==> config.mk <==
export PLATFORM = sky130hd
export DESIGN_NAME = keyed_reduce_acc
export DESIGN_NICKNAME = d
export VERILOG_FILES = /design/src/rtl/kra_pkg.sv /design/src/rtl/kra_mem.sv /design/src/rtl/kra_update.sv /design/src/rtl/kra_ctrl.sv /design/src/rtl/keyed_reduce_acc.sv
export SDC_FILE = /design/constraint.sdc
export NUM_CORES = 1
export LEC_CHECK = 0
export ABC_AREA = 1
export BUFFER_PORTS_ARGS = -buffer_cell sky130_fd_sc_hd__buf_2
export CORE_UTILIZATION = 60
export CTS_CLUSTER_SIZE = 30
export DETAILED_ROUTE_END_ITERATION = 8
export GPL_TIMING_DRIVEN = 0
export PLACE_DENSITY = 0.85
export SETUP_SLACK_MARGIN = 0.2
export SYNTH_ARGS = -nofsm -noshare
export SYNTH_HDL_FRONTEND = slang
export SYNTH_SLANG_ARGS = --single-unit
export TNS_END_PERCENT = 50
==> constraint.sdc <==
create_clock -name clk -period 3.6 [get_ports clk]
set_input_delay 0.36 -clock clk [delete_from_list [all_inputs] [get_ports clk]]
set_output_delay 0.36 -clock clk [all_outputs]
set_load 0.02 [all_outputs]
==> src/rtl/kra_pkg.sv <==
package kra_pkg;

  // Combine operations; the encoding is visible on op_sel.
  typedef enum logic [1:0] {
    OP_ADD = 2'd0,
    OP_MIN = 2'd1,
    OP_MAX = 2'd2,
    OP_OR  = 2'd3
  } kra_op_e;

  // Block modes.
  typedef enum logic [1:0] {
    MODE_CLEAR = 2'd0,
    MODE_RUN   = 2'd1,
    MODE_DUMP  = 2'd2
  } kra_mode_e;

endpackage

==> src/rtl/kra_mem.sv <==
module kra_mem #(
  parameter int DEPTH = 12,
  parameter int AW    = 4,
  parameter int DW    = 16
) (
  input  logic          clk,
  input  logic          we,
  input  logic [AW-1:0] waddr,
  input  logic [DW-1:0] wdata,
  input  logic          re,
  input  logic [AW-1:0] raddr,
  output logic [DW-1:0] rdata
);

  logic [DW-1:0] cells [DEPTH];

  // Read-before-write: a read and a write to one address in the same
  // cycle return the old contents.
  always_ff @(posedge clk) begin
    if (we) cells[waddr] <= wdata;
    if (re) rdata <= cells[raddr];
  end

endmodule

==> src/rtl/kra_update.sv <==
module kra_update
  import kra_pkg::*;
#(
  parameter int AW = 4,
  parameter int DW = 16
) (
  input  logic          clk,
  input  logic          rst_n,
  input  kra_op_e       op,
  input  logic          take,
  input  logic [AW-1:0] take_key,
  input  logic [DW-1:0] take_val,
  input  logic [DW-1:0] rd_data,
  output logic          upd_we,
  output logic [AW-1:0] upd_addr,
  output logic [DW-1:0] upd_data,
  output logic          upd_busy
);

  function automatic logic [DW-1:0] fold(input kra_op_e o,
                                         input logic [DW-1:0] acc,
                                         input logic [DW-1:0] v);
    case (o)
      OP_ADD:  fold = acc + v;
      OP_MIN:  fold = (v < acc) ? v : acc;
      OP_MAX:  fold = (v > acc) ? v : acc;
      default: fold = acc | v;
    endcase
  endfunction

  // Stage 1: the array read issued on acceptance returns here.
  logic          s1_valid;
  logic [AW-1:0] s1_key;
  logic [DW-1:0] s1_val;
  // Stage 2: copy of the value written last cycle, used for forwarding.
  logic          s2_valid;
  logic [AW-1:0] s2_key;
  logic [DW-1:0] s2_data;

  logic          fwd_hit;
  logic [DW-1:0] old_val;
  logic [DW-1:0] new_val;

  assign fwd_hit = s2_valid && (s2_key == s1_key);
  assign old_val = fwd_hit ? s2_data : rd_data;
  assign new_val = fold(op, old_val, s1_val);

  assign upd_we   = s1_valid;
  assign upd_addr = s1_key;
  assign upd_data = new_val;
  assign upd_busy = s1_valid;

  always_ff @(posedge clk or negedge rst_n) begin
    if (!rst_n) begin
      s1_valid <= 1'b0;
      s1_key   <= '0;
      s1_val   <= '0;
      s2_valid <= 1'b0;
      s2_key   <= '0;
      s2_data  <= '0;
    end else begin
      s1_valid <= take;
      if (take) begin
        s1_key <= take_key;
        s1_val <= take_val;
      end
      s2_valid <= s1_valid;
      if (s1_valid) begin
        s2_key  <= s1_key;
        s2_data <= new_val;
      end
    end
  end

endmodule

==> src/rtl/kra_ctrl.sv <==
module kra_ctrl
  import kra_pkg::*;
#(
  parameter int NUM_KEYS = 12,
  parameter int AW       = 4,
  parameter int DW       = 16
) (
  input  logic          clk,
  input  logic          rst_n,
  input  kra_op_e       op,
  input  logic          clear_req,
  input  logic          dump_req,
  input  logic          upd_busy,
  input  logic          out_ready,
  output logic          in_ready,
  output logic          clr_we,
  output logic [AW-1:0] clr_addr,
  output logic [DW-1:0] clr_data,
  output logic          dump_re,
  output logic [AW-1:0] dump_addr,
  output logic          out_valid,
  output logic [AW-1:0] out_key,
  output logic          out_last
);

  localparam logic [AW-1:0] LAST = AW'(NUM_KEYS - 1);

  function automatic logic [DW-1:0] neutral(input kra_op_e o);
    neutral = (o == OP_MIN) ? {DW{1'b1}} : '0;
  endfunction

  kra_mode_e     mode;
  logic [AW-1:0] ptr;
  logic          pend_clr;
  logic          pend_dump;
  logic          all_issued;
  logic          sink_free;

  assign sink_free = !out_valid || out_ready;
  assign in_ready  = (mode == MODE_RUN) && !pend_clr && !pend_dump;
  assign clr_we    = (mode == MODE_CLEAR);
  assign clr_addr  = ptr;
  assign clr_data  = neutral(op);
  assign dump_re   = (mode == MODE_DUMP) && !all_issued && sink_free;
  assign dump_addr = ptr;
  assign out_last  = out_valid && (out_key == LAST);

  always_ff @(posedge clk or negedge rst_n) begin
    if (!rst_n) begin
      mode       <= MODE_CLEAR;
      ptr        <= '0;
      pend_clr   <= 1'b0;
      pend_dump  <= 1'b0;
      all_issued <= 1'b0;
      out_valid  <= 1'b0;
      out_key    <= '0;
    end else begin
      if (clear_req) pend_clr  <= 1'b1;
      if (dump_req)  pend_dump <= 1'b1;
      case (mode)
        MODE_CLEAR: begin
          if (ptr == LAST) begin
            ptr  <= '0;
            mode <= MODE_RUN;
          end else begin
            ptr <= ptr + 1'b1;
          end
        end
        MODE_RUN: begin
          if (!upd_busy) begin
            if (pend_clr) begin
              mode     <= MODE_CLEAR;
              ptr      <= '0;
              pend_clr <= clear_req;
            end else if (pend_dump) begin
              mode       <= MODE_DUMP;
              ptr        <= '0;
              all_issued <= 1'b0;
              pend_dump  <= dump_req;
            end
          end
        end
        MODE_DUMP: begin
          if (dump_re) begin
            out_valid <= 1'b1;
            out_key   <= ptr;
            if (ptr == LAST) all_issued <= 1'b1;
            else             ptr        <= ptr + 1'b1;
          end else if (out_ready) begin
            out_valid <= 1'b0;
          end
          if (all_issued && sink_free) begin
            mode      <= MODE_RUN;
            out_valid <= 1'b0;
            ptr       <= '0;
          end
        end
        default: mode <= MODE_RUN;
      endcase
    end
  end

  // a clear walk ends only after the last key has been written.
  a_r1_clear_covers_all: assert property (@(posedge clk) disable iff (!rst_n)
    ($past(mode) == MODE_CLEAR && mode == MODE_RUN) |-> ($past(ptr) == LAST));

  // leaving the run mode needs an empty update pipeline.
  a_r9_drained_on_exit: assert property (@(posedge clk) disable iff (!rst_n)
    ($past(mode) == MODE_RUN && mode != MODE_RUN) |-> !$past(upd_busy));

  // a stalled beat keeps its key.
  a_r8_key_hold: assert property (@(posedge clk) disable iff (!rst_n)
    (out_valid && !out_ready) |=> (out_valid && $stable(out_key)));

endmodule

==> src/rtl/keyed_reduce_acc.sv <==
module keyed_reduce_acc
  import kra_pkg::*;
#(
  parameter int KEY_W    = 4,
  parameter int NUM_KEYS = 12,
  parameter int VAL_W    = 16,
  parameter int ERR_W    = 8
) (
  input  logic             clk,
  input  logic             rst_n,
  input  logic [1:0]       op_sel,
  input  logic             clear_req,
  input  logic             dump_req,
  input  logic             in_valid,
  output logic             in_ready,
  input  logic [KEY_W-1:0] in_key,
  input  logic [VAL_W-1:0] in_val,
  output logic             out_valid,
  input  logic             out_ready,
  output logic [KEY_W-1:0] out_key,
  output logic [VAL_W-1:0] out_val,
  output logic             out_last,
  output logic [ERR_W-1:0] err_count
);

  localparam logic [KEY_W:0] KEY_LIMIT = (KEY_W + 1)'(NUM_KEYS);

  kra_op_e op;
  assign op = kra_op_e'(op_sel);

  logic             in_fire;
  logic             key_ok;
  logic             upd_take;
  logic             key_drop;
  logic             clr_we;
  logic [KEY_W-1:0] clr_addr;
  logic [VAL_W-1:0] clr_data;
  logic             upd_we;
  logic [KEY_W-1:0] upd_addr;
  logic [VAL_W-1:0] upd_data;
  logic             upd_busy;
  logic             dump_re;
  logic [KEY_W-1:0] dump_addr;
  logic             mem_we;
  logic [KEY_W-1:0] mem_waddr;
  logic [VAL_W-1:0] mem_wdata;
  logic             mem_re;
  logic [KEY_W-1:0] mem_raddr;
  logic [VAL_W-1:0] mem_rdata;
  logic [ERR_W-1:0] err_q;

  assign in_fire  = in_valid && in_ready;
  assign key_ok   = {1'b0, in_key} < KEY_LIMIT;
  assign upd_take = in_fire && key_ok;
  assign key_drop = in_fire && !key_ok;

  assign mem_we    = clr_we || upd_we;
  assign mem_waddr = clr_we ? clr_addr : upd_addr;
  assign mem_wdata = clr_we ? clr_data : upd_data;
  assign mem_re    = upd_take || dump_re;
  assign mem_raddr = dump_re ? dump_addr : in_key;

  kra_ctrl #(.NUM_KEYS(NUM_KEYS), .AW(KEY_W), .DW(VAL_W)) u_ctrl (
    .clk(clk), .rst_n(rst_n), .op(op),
    .clear_req(clear_req), .dump_req(dump_req),
    .upd_busy(upd_busy), .out_ready(out_ready), .in_ready(in_ready),
    .clr_we(clr_we), .clr_addr(clr_addr), .clr_data(clr_data),
    .dump_re(dump_re), .dump_addr(dump_addr),
    .out_valid(out_valid), .out_key(out_key), .out_last(out_last)
  );

  kra_update #(.AW(KEY_W), .DW(VAL_W)) u_update (
    .clk(clk), .rst_n(rst_n), .op(op),
    .take(upd_take), .take_key(in_key), .take_val(in_val),
    .rd_data(mem_rdata),
    .upd_we(upd_we), .upd_addr(upd_addr), .upd_data(upd_data),
    .upd_busy(upd_busy)
  );

  kra_mem #(.DEPTH(NUM_KEYS), .AW(KEY_W), .DW(VAL_W)) u_mem (
    .clk(clk), .we(mem_we), .waddr(mem_waddr), .wdata(mem_wdata),
    .re(mem_re), .raddr(mem_raddr), .rdata(mem_rdata)
  );

  assign out_val = mem_rdata;

  always_ff @(posedge clk or negedge rst_n) begin
    if (!rst_n)                         err_q <= '0;
    else if (key_drop && err_q != '1)   err_q <= err_q + 1'b1;
  end
  assign err_count = err_q;

  // the counter only steps by one, right after a dropped key.
  a_r6_err_step: assert property (@(posedge clk) disable iff (!rst_n)
    (err_count != $past(err_count)) |->
      ($past(key_drop) && err_count == $past(err_count) + 1'b1));

  // readout and input acceptance never overlap.
  a_r9_no_overlap: assert property (@(posedge clk) disable iff (!rst_n)
    out_valid |-> !in_ready);

  // the clear walk and the update pipeline never write together.
  a_r9_no_write_clash: assert property (@(posedge clk) disable iff (!rst_n)
    !(clr_we && upd_we));

  // a stalled beat keeps its value.
  a_r8_val_hold: assert property (@(posedge clk) disable iff (!rst_n)
    (out_valid && !out_ready) |=> $stable(out_val));

endmodule

After elaboration in Yosys (flattened, before gate mapping). Memories as Yosys holds them, arrays and structs flattened. A register that Yosys moved wholly into a read port is not among the register bits. Index checks and enable logic that the tools add are counted.

Flip-flop bits (word level): 64. Bits in latches: 0. Bits in writable memories: 192. Memory bits (read-only): 0. Bits of input ports: 28. Memories: 1.

Add/sub/neg operators: 3. $mul: 0. Divide/modulo/power cells: 0. $lt $le $gt $ge: 3. Equality and inequality tests: 18. Shift-type cells: 0. Mux-type cells: 42. Bitwise operators: 1. Reduce and logical (&&, ||, !) cells: 29.

Memories: u_mem.cells (words 12, width 16, read ports 1, clocked after memory_dff 1, wr ports 1, line kra_mem.sv:15) `logic [DW-1:0] cells [DEPTH];`.

Operators by type and width (number): $mux 16 (5); $pmux 16 s3 (1); $mux 4 (9); $mux 1 (19); $add 16x16->16 (1); $gt 16x16->1 (1); $lt 16x16->1 (1); $or 16x16->16 (1); $pmux 4 s3 (1); $logic_and 1x1->1 (11); $mux 2 (5); $ne 2x2->1 const B (5); $add 8x1->8 const B (1); $eq 4x4->1 const B (2); $ne 8x8->1 const B (1); $ne 3x3->1 const B (2); $pmux 2 s3 (1); $reduce_and 6->1 (1); $reduce_bool 3->1 (2); $logic_not 1->1 (5); $reduce_and 5->1 (1); $add 4x1->4 const B (1); $eq 2x1->1 const B (2); $eq 2x2->1 const B (2); other kinds (10) (15).

Logic depth before layout (Yosys ltp).
Depth in word-level cells: 7. Gate-level depth with buffers: 24.

Cells and area by module. From an unflattened synthesis, not the netlist that was laid out.

Cell total of the unflattened synthesis: 1678. Area total of the unflattened synthesis: 14626.5 um2.

Modules (own cells, without submodules): kra_mem (times used 1, cells each 752, area each 8531.9 um2); kra_update (times used 1, cells each 649, area each 4305.4 um2); kra_ctrl (times used 1, cells each 131, area each 1003.5 um2); keyed_reduce_acc (times used 1, cells each 146, area each 785.8 um2).

Least setup slack after synthesis. No wires, ideal clock.

Kind: reg2reg. Start point: register u_update.s1_key[1], in the netlist u_update.upd_addr[1]. End point: memory u_mem.cells[0][14], data pin. Setup time: 0.308 ns. Arrival: 2.910 ns. Required time: 3.292 ns. Setup slack: 0.382 ns. Stages on the path, launching flop included: 19. Period minus slack after synthesis: 3.218 ns. Cells stage by stage: dfrtp_1 -> nand2_1 -> nand2_1 -> nor2_2 -> nand3_4 -> buf_4 -> o21ai_2 -> ha_1 -> nor2_1 -> nand2_1 -> nor3_4 -> nand2_2 -> nand2_4 -> buf_2 -> nand3_1 -> nand3_1 -> nand4_1 -> nand2_1 -> nand2_1.

Word-level cells in the longest chain between the ends: 7. Elaborated cells on any way between the ends: 11.

RTL lines: start: declaration (line kra_update.sv:33) `logic [AW-1:0] s1_key;`; start signal: assignment (line kra_update.sv:64) `s1_key <= take_key;`; $eq 4x4->1 * (line kra_update.sv:44) `assign fwd_hit = s2_valid && (s2_key == s1_key);`; $logic_and 1x1->1 * (line kra_update.sv:44); $mux 16 * (line kra_update.sv:45) `assign old_val = fwd_hit ? s2_data : rd_data;`; $gt 16x16->1 or $lt 16x16->1 (tied branches) (line kra_update.sv:26, kra_update.sv:25); $mux 16 (on tied branches) (line kra_update.sv:26, kra_update.sv:25); $pmux 16 s3 * (line kra_update.sv:23) `case (o)`; $mux 16 * (line keyed_reduce_acc.sv:59) `assign mem_wdata = clr_we ? clr_data : upd_data;`; via mem_wdata[14] (line keyed_reduce_acc.sv:46) `logic [VAL_W-1:0] mem_wdata;`; end: declaration (line kra_mem.sv:15).

Mark *: on every way through the listed nets, which the timed path passes. The rest lies on a longest branch.

Worst setup path after layout.
Start point: register u_update.s1_key[1], in the netlist u_update.upd_addr[1]. End point: memory u_mem.cells[11][0], data pin.

The elaborated chain is that of the path after synthesis.

==> impl_summary.md <==
Critical path
The slowest stage cell on the critical path is sky130_fd_sc_hd__dfrtp_1. In this run the critical register-to-register path is captured at u_mem.cells[11][0]. The stage delay of the slowest cell on the critical path is 0.41 ns. STA classifies the critical path startpoint as a flop.

The class of the most critical setup path is reg2reg. Traced cell by cell, the critical path runs through inv_2, nand2_4, o21ai_4, nor2_4, nand3_4, buf_6, o21ai_4, inv_2, ha_4, nor2_4, nand3_2, nor3_4, nand2_4, nand2_8, buf_6, buf_6, nand3_2, nand3_2, nand4_1, nand2_2, nand2_4. Of all nets on the critical path, the largest fanout is 7. The arrival time reported for the critical path endpoint is 4.02 ns.

The startpoint identified for the worst register-to-register timing path is u_update.upd_addr[1]. The data required time at the worst endpoint is 3.85 ns. The setup slack of the most critical reg-to-reg path is -0.17 ns.

The depth of the worst register-to-register path is 21. The nature of the critical path endpoint is a flop.

STA
The final hold violation count came to 0. In the finished design, the share of the clock period the worst path needs comes to 1.047. Across all setup checks in the final design, the least slack found is -0.1704 ns. Static timing analysis puts the maximum clock frequency at 0.2652 GHz. The setup TNS after final layout is -19.81 ns. The routed design could run at a clock period as short as 3.770 ns. On the final layout, the worst hold slack is 0.01349 ns.

The final setup skew is 0.01579 ns. Setup repair after global routing could not meet its margin everywhere. Setup violations remaining at the end of the flow were counted as 192. The relative slew slack is 0.2345. The max-slew violation count is 0. The slew at the pin with the worst max-slew slack is 1.145 ns.

Logic synthesis
A synthesized cell averages 9.843 µm². After technology mapping, the gate count stands at 1,390. Of all flip-flops after synthesis, the portion carrying an async set or reset was 0.2353. The number of nets handed over by synthesis was 1,474. The number of enable flip-flop cells after synthesis is 208.

After synthesis the cells add up to 13,680 µm². Synthesis inferred 272 register bits. The Yosys step of the flow raised 0 warnings. For this run, the leading register cell type out of synthesis is sky130_fd_sc_hd__edfxtp_1. For this run, the register share of the synthesized area comes to 0.5736.

In this run, distinct cell masters in the synthesized netlist total 47.

Floorplanning
The site row count is 54. The die footprint is 23,410 µm². The horizontal die dimension is 153.0 µm.

The starting density of the core is 0.6193. Pin placement for this block handled 59 I/O pins. The region available for standard cell placement spans 22,090 µm². The y dimension of the die is 153.0 µm.

Final layout
The most common library cell in the layout ignoring fill and taps is sky130_fd_sc_hd__nand2_1. The number of fill cells is 1,267. In the final layout, the share of cells above drive strength 1 is 0.2408. The net count of the finished layout is 1,643. The layout-stage area growth over the synthesis result is 23.28%. The antenna diode count is 0. Leaving out fill and tap cells, the most frequent cells in the layout are 250 x sky130_fd_sc_hd__nand2_1, 208 x sky130_fd_sc_hd__edfxtp_1, 123 x sky130_fd_sc_hd__o21ai_0.

Clocking
Clock tree synthesis inserted a total of 27 buffers. In this run the number of H-tree levels came out at 1. The register clock-pin slew on the reported worst setup and hold paths is 0.07 ns. Clock tree synthesis found a total of 272 sinks. Counting along the longest clock path gives a buffer depth of 3. The clock tree from TritonCTS is built. The clock reaches the later pin of the worst-skew pair after 0.56 ns. The clock root buffer master is sky130_fd_sc_hd__clkbuf_16.

Min path
In this run the worst hold path is classified as in2reg. The cell depth of the worst hold path is 3. The worst hold path terminates at u_update.s1_val[8]. The startpoint identified for the worst hold timing path is in_val[8].

Detailed routing
The number of antenna-violating nets in the routed design is 0. The residual DRC count is 0. The aggregate routed wire length is 44.47 mm. The number of DRC violations after detailed-routing iteration 0 is 1,702. The total iterations of the first detailed-routing run is 6. The wire length per cell after detailed routing is 23.93 µm. Using the TritonRoute via totals, the vias-per-cell ratio works out to 6.643.

The total number of vias is 12,343.

Outcome
The run finished, with violations left. The checks that failed: setup timing.

Placed design
At the end of routability-driven placement, the weighted congestion stood at 1.012. OpenSTA, run right after detailed placement, puts the worst setup slack at -0.6179 ns. The final HPWL from detailed placement is 25.84 mm. The number of buffers added on ports is 58.

Global route
The number of global-route vias before repair is 12,061. Summed over all layers, the global routing overflow is 0. In the global route stage, overall resource usage came out at 0.3633. The largest net degree at the start of global routing is 65.

The first global-routing pass estimated 64.76 mm of wire. The number of antenna violations at the first check in global routing was 0.

Power
The cell leakage power is 6.882 nW. In this run the power density over the cells is 852.2 nW/µm². The overall power of the completed layout is 14.37 mW.

The worst ir drop on vdd is 0.5030 mV.

Run
The reported max-cap violation count is 0.
==> cell usage after synthesis (3+ instances only) <==
library cell               instances  area [µm²]
sky130_fd_sc_hd__a21o_1            3       22.52
sky130_fd_sc_hd__a21oi_1          85       425.4
sky130_fd_sc_hd__buf_1             4       15.01
sky130_fd_sc_hd__buf_2            18       90.09
sky130_fd_sc_hd__buf_4             5       37.54
sky130_fd_sc_hd__buf_6             4       45.04
sky130_fd_sc_hd__clkbuf_1         29       108.9
sky130_fd_sc_hd__dfrtp_1          64        1602
sky130_fd_sc_hd__edfxtp_1        208        6246
sky130_fd_sc_hd__ha_1             55       688.2
sky130_fd_sc_hd__inv_1           124       465.5
sky130_fd_sc_hd__inv_2             6       22.52
sky130_fd_sc_hd__mux2i_1          16       160.2
sky130_fd_sc_hd__nand2_1         302        1134
sky130_fd_sc_hd__nand2_4           3       33.78
sky130_fd_sc_hd__nand3_1         109       545.5
sky130_fd_sc_hd__nand4_1          17       106.4
sky130_fd_sc_hd__nor2_1           67       251.5
sky130_fd_sc_hd__o211ai_1         32       240.2
sky130_fd_sc_hd__o21ai_0         125       625.6
sky130_fd_sc_hd__o21ai_1          25       125.1
sky130_fd_sc_hd__o21ai_2           5       43.79
sky130_fd_sc_hd__o22ai_1          33       206.5
sky130_fd_sc_hd__or2_2            12       75.07
sky130_fd_sc_hd__xnor2_1           4       35.03
sky130_fd_sc_hd__xor2_1            7       61.31
==> how the worst max path moves through the flow <==
stage	startpoint	endpoint	slack [ns]	cells after the start
6_report	u_update.upd_addr[1]	u_mem.cells[11][0]	-0.17	21
5_1_grt	u_update.upd_addr[1]	u_mem.cells[8][13]	-0.22	20
4_1_cts	u_update.upd_addr[1]	u_mem.cells[8][13]	0.16	20
3_5_place_dp	u_update.upd_addr[1]	u_mem.cells[4][13]	-0.62	21
3_3_place_gp	u_update.upd_addr[1]	u_mem.cells[6][4]	-0.54	17
2_1_floorplan	u_update.upd_addr[1]	u_mem.cells[0][14]	0.38	18
==> registers in the layout, indices dropped and copies added, names as in the netlist <==
signal             flops
u_update.s2_valid      1
u_ctrl.pend_dump       1
u_ctrl.clr_addr        4
u_ctrl.pend_clr        1
u_update.upd_addr      4
u_mem.rdata           16
u_ctrl.out_valid       1
u_mem.cells          192
err_count              8
u_ctrl.mode            2
u_ctrl.out_key         4
u_ctrl.all_issued      1
u_update.s2_key        4
u_update.s1_val       16
u_update.s2_data      16
u_update.upd_busy      1
==> through the flow <==
stage               cell area (µm²)    util  cells
finish                        16870  0.7635   1858
global route                  16870  0.7635   1858
CTS                           16560  0.7497   1844
detailed placement            14520  0.6573   1738
global placement              14320  0.6483   1728
floorplan                     13680       -   1390
==> kinds of logic (layout without fill, tap and decap cells) <==
family	count (synthesis)	count (layout)	share of synthesized area
and+or+nand+nor	525	532	0.1677
AOI/OAI and AO/OA	314	314	0.1274
DFF	272	272	0.5736
buffers and inverters	194	375	0.05880
adders and majority gates	56	56	0.05176
muxes	17	17	0.01253
xor gates and xnor gates	12	12	0.008231
==> metal layers <==
layer / share of wire / up-vias / GRT usage / wire, µm
met5: 0 / - / 0 / 0
met4: 0.076 / 0 / 0.2419 / 3392
met3: 0.13 / 310 / 0.07485 / 5588
met2: 0.47 / 1136 / 0.6022 / 20730
met1: 0.33 / 5738 / 0.4313 / 14760
li1: - / 5159 / - / -
==> power by group <==
| part | internal [mW] | switching [mW] | leakage (nW) |
|---|---|---|---|
| Sequential | 4.63 | 0.397 | 2.60 |
| Clock | 1.60 | 1.23 | 0.425 |
| Combinational | 2.16 | 4.36 | 3.86 |
| Total | 8.39 | 5.99 | 6.88 |
==> critical path: cells and delay by family (launching register included) <==
kind | cells | cell delay, ns
AO/OA/AOI/OAI | 2 | 0.32
adder cells (fa/ha/maj) | 1 | 0.24
buffers and inverters | 5 | 0.57
flip-flops | 1 | 0.41
AND/OR/NAND/NOR | 13 | 1.93
==> final cells by class <==
class,count,area (µm²),share of cell area
Sequential cell,272,7853,0.4655
Multi-Input combinational cell,931,5876,0.3483
Tap cell,280,350.3,0.02077
Inverter,132,498.0,0.02952
Clock buffer,33,698.2,0.04139
Timing Repair Buffer,133,1072,0.06357
Clock inverter,15,167.7,0.009940
Buffer,62,352.8,0.02092
==> what timing repair did <==
item                                    CTS  global route
endpoints found under the setup margin  240           257
endpoints found under the hold margin    66             0
hold buffers                              3             0
buffers inserted                         43            14
cloned                                   12             0
resized for setup                       166            52
pin swaps                                52            30
Note: power is estimated with default switching activity, not from simulation.
